File: src/rtl/eap_pkg.sv
package eap_pkg;

    localparam int unsigned PTR_W  = 8;
    localparam int unsigned PG_W   = 3;

    // Update chosen for the pointer in one cycle, highest priority first
    typedef enum logic [2:0] {
        OP_HOLD   = 3'd0,
        OP_CLEAR  = 3'd1,
        OP_LOAD   = 3'd2,
        OP_WR_INC = 3'd3,
        OP_RD_INC = 3'd4
    } ptr_op_e;

endpackage

File: src/rtl/eap_op_select.sv
module eap_op_select
    import eap_pkg::*;
(
    input  logic    soft_rst_i,
    input  logic    load_i,
    input  logic    wr_inc_i,
    input  logic    rd_inc_i,
    output ptr_op_e op_o
);

    always_comb begin
        if (soft_rst_i)     op_o = OP_CLEAR;
        else if (load_i)    op_o = OP_LOAD;
        else if (wr_inc_i)  op_o = OP_WR_INC;
        else if (rd_inc_i)  op_o = OP_RD_INC;
        else                op_o = OP_HOLD;
    end

endmodule

File: src/rtl/eap_wrap_inc.sv
// Adds one to the low WRAP_W bits; the carry does not pass into the bits above.
// When WRAP_W covers the whole word, this is a plain modulo-2^ADDR_W increment.
module eap_wrap_inc #(
    parameter int unsigned ADDR_W = 8,
    parameter int unsigned WRAP_W = 8
) (
    input  logic [ADDR_W-1:0] cur_i,
    output logic [ADDR_W-1:0] nxt_o
);

    generate
        if (WRAP_W >= ADDR_W) begin : g_full
            assign nxt_o = cur_i + ADDR_W'(1);
        end else begin : g_page
            localparam int unsigned HI_W = ADDR_W - WRAP_W;
            logic [HI_W-1:0]   hi;
            logic [WRAP_W-1:0] lo;
            assign hi    = cur_i[ADDR_W-1:WRAP_W];
            assign lo    = cur_i[WRAP_W-1:0] + WRAP_W'(1);
            assign nxt_o = {hi, lo};
        end
    endgenerate

endmodule

File: src/rtl/eeprom_addr_ptr.sv
module eeprom_addr_ptr
    import eap_pkg::*;
#(
    parameter int unsigned ADDR_W = PTR_W,
    parameter int unsigned PAGE_W = PG_W
) (
    input  logic              clk_i,
    input  logic              rst_ni,
    input  logic              soft_rst_i,
    input  logic              load_i,
    input  logic [ADDR_W-1:0] load_addr_i,
    input  logic              wr_inc_i,
    input  logic              rd_inc_i,
    output logic [ADDR_W-1:0] cur_addr_o
);

    typedef struct packed {
        logic [ADDR_W-1:0] addr;
    } ptr_state_t;

    ptr_state_t        st_d, st_q;
    ptr_op_e           op;
    logic [ADDR_W-1:0] rd_next, wr_next;

    eap_op_select u_sel (
        .soft_rst_i (soft_rst_i),
        .load_i     (load_i),
        .wr_inc_i   (wr_inc_i),
        .rd_inc_i   (rd_inc_i),
        .op_o       (op)
    );

    // Array-wide wrap used by reads
    eap_wrap_inc #(.ADDR_W(ADDR_W), .WRAP_W(ADDR_W)) u_rd_inc (
        .cur_i (st_q.addr),
        .nxt_o (rd_next)
    );

    // Page-confined wrap used by writes
    eap_wrap_inc #(.ADDR_W(ADDR_W), .WRAP_W(PAGE_W)) u_wr_inc (
        .cur_i (st_q.addr),
        .nxt_o (wr_next)
    );

    always_comb begin
        st_d = st_q;
        unique case (op)
            OP_CLEAR:  st_d.addr = '0;
            OP_LOAD:   st_d.addr = load_addr_i;
            OP_WR_INC: st_d.addr = wr_next;
            OP_RD_INC: st_d.addr = rd_next;
            default:   st_d.addr = st_q.addr;
        endcase
    end

    always_ff @(posedge clk_i or negedge rst_ni) begin
        if (!rst_ni) st_q <= '0;
        else         st_q <= st_d;
    end

    assign cur_addr_o = st_q.addr;

endmodule

File: config.mk
export PLATFORM = sky130hd
export DESIGN_NAME = eeprom_addr_ptr
export DESIGN_NICKNAME = d
export VERILOG_FILES = /design/src/rtl/eap_pkg.sv /design/src/rtl/eap_op_select.sv /design/src/rtl/eap_wrap_inc.sv /design/src/rtl/eeprom_addr_ptr.sv
export SDC_FILE = /design/constraint.sdc
export NUM_CORES = 1
export LEC_CHECK = 0
export BUFFER_PORTS_ARGS = -buffer_cell sky130_fd_sc_hd__buf_2
export CAP_MARGIN = 20
export CORE_AREA = 2 2 60 45
export CTS_BUF_LIST = sky130_fd_sc_hd__clkbuf_8
export DETAILED_ROUTE_END_ITERATION = 10
export DIE_AREA = 0 0 62 47
export SLEW_MARGIN = 0
export SYNTH_ARGS = -nofsm -noshare
export SYNTH_HDL_FRONTEND = slang
export SYNTH_HIERARCHICAL = 1
export SYNTH_SLANG_ARGS = --single-unit
export TNS_END_PERCENT = 20
File: constraint.sdc
create_clock -name clk_i -period 1.88 [get_ports clk_i]
set_input_delay 0.282 -clock clk_i [delete_from_list [all_inputs] [get_ports clk_i]]
set_output_delay 0.282 -clock clk_i [all_outputs]
set_load 0.005 [all_outputs]
==> results of run 1 <==
-- layout by cell type, fill, tap and decap left out, types with 2 or more instances in the layout --
cell type | Yosys | routed
nor2_1 | 3 | 3
xor2_1 | 4 | 4
dfrtp_1 | 8 | 8
nand3_1 | 2 | 2
mux2_4 | 6 | 6
inv_1 | 3 | 3
nand2_1 | 18 | 18
xnor2_1 | 3 | 3
a221oi_2 | 2 | 2
clkbuf_8 | 0 | 3
buf_2 | 1 | 21
a31oi_1 | 8 | 8
a221oi_1 | 6 | 6
ha_1 | 2 | 2
-- worst max-delay path, stage by stage --
cell      delay (ns)
buf_2           0.11
nor2_1          0.05
nor2_1          0.69
nor2_4          0.20
a221oi_1        0.35
a31oi_1         0.08
-- final cells by class --
class / count / area (um^2) / area share, %
clock buffer: 3 / 41.3 / 4.56
inverter: 3 / 11.3 / 1.24
multi-input combinational: 63 / 488 / 53.9
sequential: 8 / 200 / 22.1
tap: 34 / 42.5 / 4.70
timing repair buffer: 23 / 123 / 13.5
-- report_power, final --
group	leakage (nW)	switching, mW	internal [mW]	total, mW
registers	0.104	0.0453	0.194	0.240
clock network	0.0216	0.0735	0.139	0.213
logic	0.302	0.0857	0.106	0.192
-- routing by layer --
metal  vias up  track usage, %  wire length [um]
met4         0            7.23                11
met1       325            18.0               903
met5         -               0                 0
met3         2            3.86                86
li1        336               -                 -
met2        16            19.8               735
-- cells by family (layout without fill, tap and decap cells) --
| logic type | Yosys count | after routing | share of synthesized area (%) |
|---|---|---|---|
| DFF | 8 | 8 | 25.8 |
| adders and majority gates | 2 | 2 | 3.23 |
| xor gates and xnor gates | 7 | 7 | 7.90 |
| buffers and inverters | 13 | 29 | 11.3 |
| muxes | 8 | 8 | 14.5 |
| AOI/OAI and AO/OA | 17 | 17 | 18.2 |
| and+or+nand+nor | 29 | 29 | 19.0 |
-- final timing paths --
path | startpoint | to | cells past startpoint
min reg2reg | cur_addr_o[7] | cur_addr_o[7] | 2
min in group clk_i | load_addr_i[2] | cur_addr_o[2] | 4
min | rst_ni | cur_addr_o[7] | 2
max | wr_inc_i | cur_addr_o[0] | 6
max in group asynchronous | rst_ni | cur_addr_o[2] | 2
max reg2reg | cur_addr_o[0] | cur_addr_o[2] | 5
==> summary.md, run 1 <==
| Metric | Value |
|---|---|
| Relative slew margins | `38.0%` |
| Skew-Pair Late Insertion Delay | `0.23 ns` |
| Crit path max fanout | `16` |
| Initial antenna violation count | `0` |
| CTS Sinks | `8` |
| Post-synthesis average cell area | `9.24 um^2` |
| CTS Buffer Depth | `2` |
| Main synth FF type | `dfrtp_1` |
| Final worst path period share | `88.2%` |
| Die width | `62 um` |
| Clock slew seen by the registers of the worst setup and hold paths | `0.04 ns` |
| CP Capture Type | `flip-flop` |
| Antenna viol nets, final | `0` |
| Status | `completed` |
| Final HPWL DP | `1.21 mm` |
| FMAX | `0.603 GHz` |
| Drt initial violations | `11` |
| Diode count | `0` |
| Post-synthesis register bit count | `8` |
| Post_cts resized | `0` |
| Pre-CTS setup slack | `0.0291 ns` |
| Pwr dens | `711 mW/mm^2` |
| CORE AREA | `0.00235 mm^2` |
| Final slew viol count | `0` |
| CTS Root Cell | `clkbuf_8` |
| Ports | `22` |
| Initial core utilization | `33.1%` |
| # rows | `15` |
| Layout Skew | `0.000903 ns` |
| Setup tns final | `0 ns` |
| Cell area after layout | `906 um^2` |
| Final wirelength | `1.74 mm` |
| CTS tree | `built` |
| Final RePlAce weighted congestion | `0.802` |
| Sequential share of the synthesized area | `25.8%` |
| PortBufs | `21` |
| Worst-Margin Slew | `0.927 ns` |
| Final hold slack | `0.428 ns` |
| Fin nets | `118` |
| Mapped Nets | `100` |
| Layout cells sized above 1 | `40.0%` |
| WL/cell | `13.0 um` |
| Vias per inst | `5.07` |
| DR vias | `679` |
| CTS Hold Buffers Added | `1` |
| Setup Crit Path Kind | `primary input to flip-flop` |
| Largest net degree at the start of global routing | `17` |
| Max reg flops | `8` |
| Placed cell count | `130` |
| CP Data Required Time | `1.98 ns` |
| Layout fillers | `246` |
| Area growth syn-to-layout | `16.8%` |
| DR DRC count | `0` |
| Top cells by count, synth | `nand2_1 (18), a31oi_1 (8), dfrtp_1 (8)` |
| Vias in the first global route | `611` |
| Final setup fails | `0` |
| Synth Warn # | `6` |
| Hold Vio Cnt, Final | `0` |
| Synth top area share | `25.8%` |
| Hold Crit Class | `primary input to asynchronous set/reset pin` |
| RSZ-0062 raised after global routing | `no` |
| Setup ws final | `0.222 ns` |
| Fin util | `38.6%` |
| Setup Fix Bufs, Post-CTS | `0` |
| Placed inst area | `855 um^2` |
| Netlist cell types | `25` |
| Htree depth | `1` |
| Ranking of synthesized cells by area | `dfrtp_1 (26%), mux2_4 (12%), nand2_1 (8.7%), a221oi_1 (6.8%), a31oi_1 (6.5%)` |
| Most common cell in the netlist | `nand2_1` |
| Gr ovfl total | `0` |
| Number of buffers created by CTS | `3` |
| VDD IR max | `0.270 mV` |
| Worst path arrival time | `1.76 ns` |
| FFs w/ async S/R, synth | `100%` |
| Crit start category | `primary input` |
| Post-synth EDFFs | `0` |
| Maxcap violations | `0` |
| Total Power | `644 uW` |
| Cell Area, Synth | `776 um^2` |
| Leak pwr | `0.427 nW` |
| Global Route Usage Sum | `13.5%` |
| Minimum clock period | `1.66 ns` |
| Mapped Cells | `84` |
| Reg2Reg Setup Slack | `0.32 ns` |
| Drt first pass iters | `4` |
| Die Y | `47 um` |
| Post-synth top area cell | `dfrtp_1` |
| Die Area | `0.00291 mm^2` |
| First-pass GRT wire length | `2.79 mm` |
| Post-Layout Cell Count | `134` |
Power figures use the tool's default switching activity.
==> run 2, diff against run 1 <==
Settings changed: CORE_AREA 2 2 60 45 to 2 2 61 46, DIE_AREA 0 0 62 47 to 0 0 63 48.
==> summary.md, run 2 (same netlist as run 1, synthesis figures left out) <==
| Metric | Value |
|---|---|
| Layout cells sized above 1 | `41.7%` |
| Drt initial violations | `28` |
| Hold Vio Cnt, Final | `0` |
| Max stage delay cell, worst path | `dfrtp_1` |
| Vias in the first global route | `620` |
| Hold Crit Class | `primary input to asynchronous set/reset pin` |
| Initial antenna violation count | `0` |
| CORE AREA | `0.00238 mm^2` |
| Die Y | `48 um` |
| CTS Sinks | `8` |
| Final wirelength | `1.81 mm` |
| RSZ-0062 raised after global routing | `no` |
| Fin nets | `121` |
| DR DRC count | `0` |
| CTS tree | `built` |
| CTS Root Cell | `clkbuf_8` |
| WL/cell | `13.2 um` |
| Ports | `22` |
| Cell breakdown of the critical path | `ha_1 -> xor2_1 -> mux2_4 -> a221oi_1 -> a31oi_1` |
| Diode count | `0` |
| Die Area | `0.00302 mm^2` |
| CTS Buffer Depth | `2` |
| Setup tns final | `0 ns` |
| Setup ws final | `0.356 ns` |
| Placed cell count | `133` |
| Die width | `63 um` |
| Post-Layout Cell Count | `137` |
| Clock slew seen by the registers of the worst setup and hold paths | `0.05 ns` |
| Largest net degree at the start of global routing | `17` |
| DR vias | `686` |
| Skew-Pair Late Insertion Delay | `0.23 ns` |
| Relative slew margins | `72.8%` |
| Global Route Usage Sum | `13.3%` |
| Total Power | `655 uW` |
| Number of buffers created by CTS | `3` |
| Crit path max fanout | `6` |
| Minimum clock period | `1.52 ns` |
| # rows | `15` |
| CP bufs+invs | `0` |
| Htree depth | `1` |
| FMAX | `0.656 GHz` |
| First-pass GRT wire length | `3.02 mm` |
| Vias per inst | `5.01` |
| Initial core utilization | `32.5%` |
| VDD IR max | `0.219 mV` |
| CP Data Required Time | `1.98 ns` |
| Final setup fails | `0` |
| CP Capture Type | `flip-flop` |
| Post_cts resized | `0` |
| Layout Skew | `0.00364 ns` |
| Max reg flops | `8` |
| Critical path's top delay family | `flip-flops` |
| CTS Hold Buffers Added | `1` |
| Final slew viol count | `0` |
| Final HPWL DP | `1.31 mm` |
| Most common cell after layout, fill and taps aside | `buf_2` |
| Final RePlAce weighted congestion | `0.780` |
| PortBufs | `21` |
| Worst-Margin Slew | `0.407 ns` |
| Pre-CTS setup slack | `0.275 ns` |
| Status | `completed` |
| Pwr dens | `706 mW/mm^2` |
| Antenna viol nets, final | `0` |
| Maxcap violations | `0` |
| Crit start category | `flip-flop` |
| Commonest cells after routing, fill and taps aside | `buf_2 (21), nand2_1 (18), a31oi_1 (8), dfrtp_1 (8)` |
| Setup Crit Path Kind | `flip-flop to flip-flop` |
| Final worst path period share | `81.0%` |
| Drt first pass iters | `4` |
| Gr ovfl total | `0` |
| Worst path arrival time | `1.62 ns` |
| Area growth syn-to-layout | `19.7%` |
| Max stage delay on crit path | `0.44 ns` |
| Leak pwr | `0.442 nW` |
| Setup Fix Bufs, Post-CTS | `0` |
[run 2: cell count changes in the layout (fill, tap and decap cells not counted), sizes merged]
cell / change
buf: +3
[run 2: routing by layer]
metal	track usage, %	wire length [um]	share of wire (%)
met5	0	0	0
met4	1.33	0	0
met3	4.47	93	5.1
met2	23.4	862	48
met1	16.8	853	47
[run 2: where the power goes]
part | switching, mW | leakage [nW] | internal [mW] | total, mW
Sequential | 0.0385 | 0.104 | 0.194 | 0.233
Combinational | 0.0956 | 0.317 | 0.114 | 0.209
Clock | 0.0737 | 0.0216 | 0.139 | 0.213
[run 2: layout make-up]
class                   instances  area [um^2]
clock buffers                   3         41.3
fillers                       250         1460
inverters                       3         11.3
multi-input cells              63          488
flip-flops and latches          8          200
well taps                      34         42.5
repair buffers                 26          145
[run 2: stage by stage]
stage	hold WS (ns)	util, %	area [um^2]
floorplan	-0.0136	-	776
global placement	0.144	36.8	877
detailed placement	0.140	36.8	877
CTS	0.434	39.0	928
global route	0.452	39.0	928
finish	0.430	39.0	928
[run 2: worst paths after layout]
kind	start	end	slack (ns)	cells after the start
worst max-delay path	cur_addr_o[1]	cur_addr_o[2]	0.36	5
max in group asynchronous	rst_ni	cur_addr_o[5]	1.27	2
worst min register to register	cur_addr_o[7]	cur_addr_o[7]	0.62	2
min in group clk_i	load_addr_i[6]	cur_addr_o[6]	0.48	4
worst max register to register	cur_addr_o[1]	cur_addr_o[2]	0.36	5
worst min-delay path	rst_ni	cur_addr_o[6]	0.43	2
[run 2: worst reg2reg max path, delay by kind of cell (launching register included)]
family                     cells  cell delay, ns
AOI/OAI and AO/OA              2            0.32
xor gates and xnor gates       1            0.16
adders and majority gates      1            0.22
DFF                            1            0.44
muxes                          1            0.26
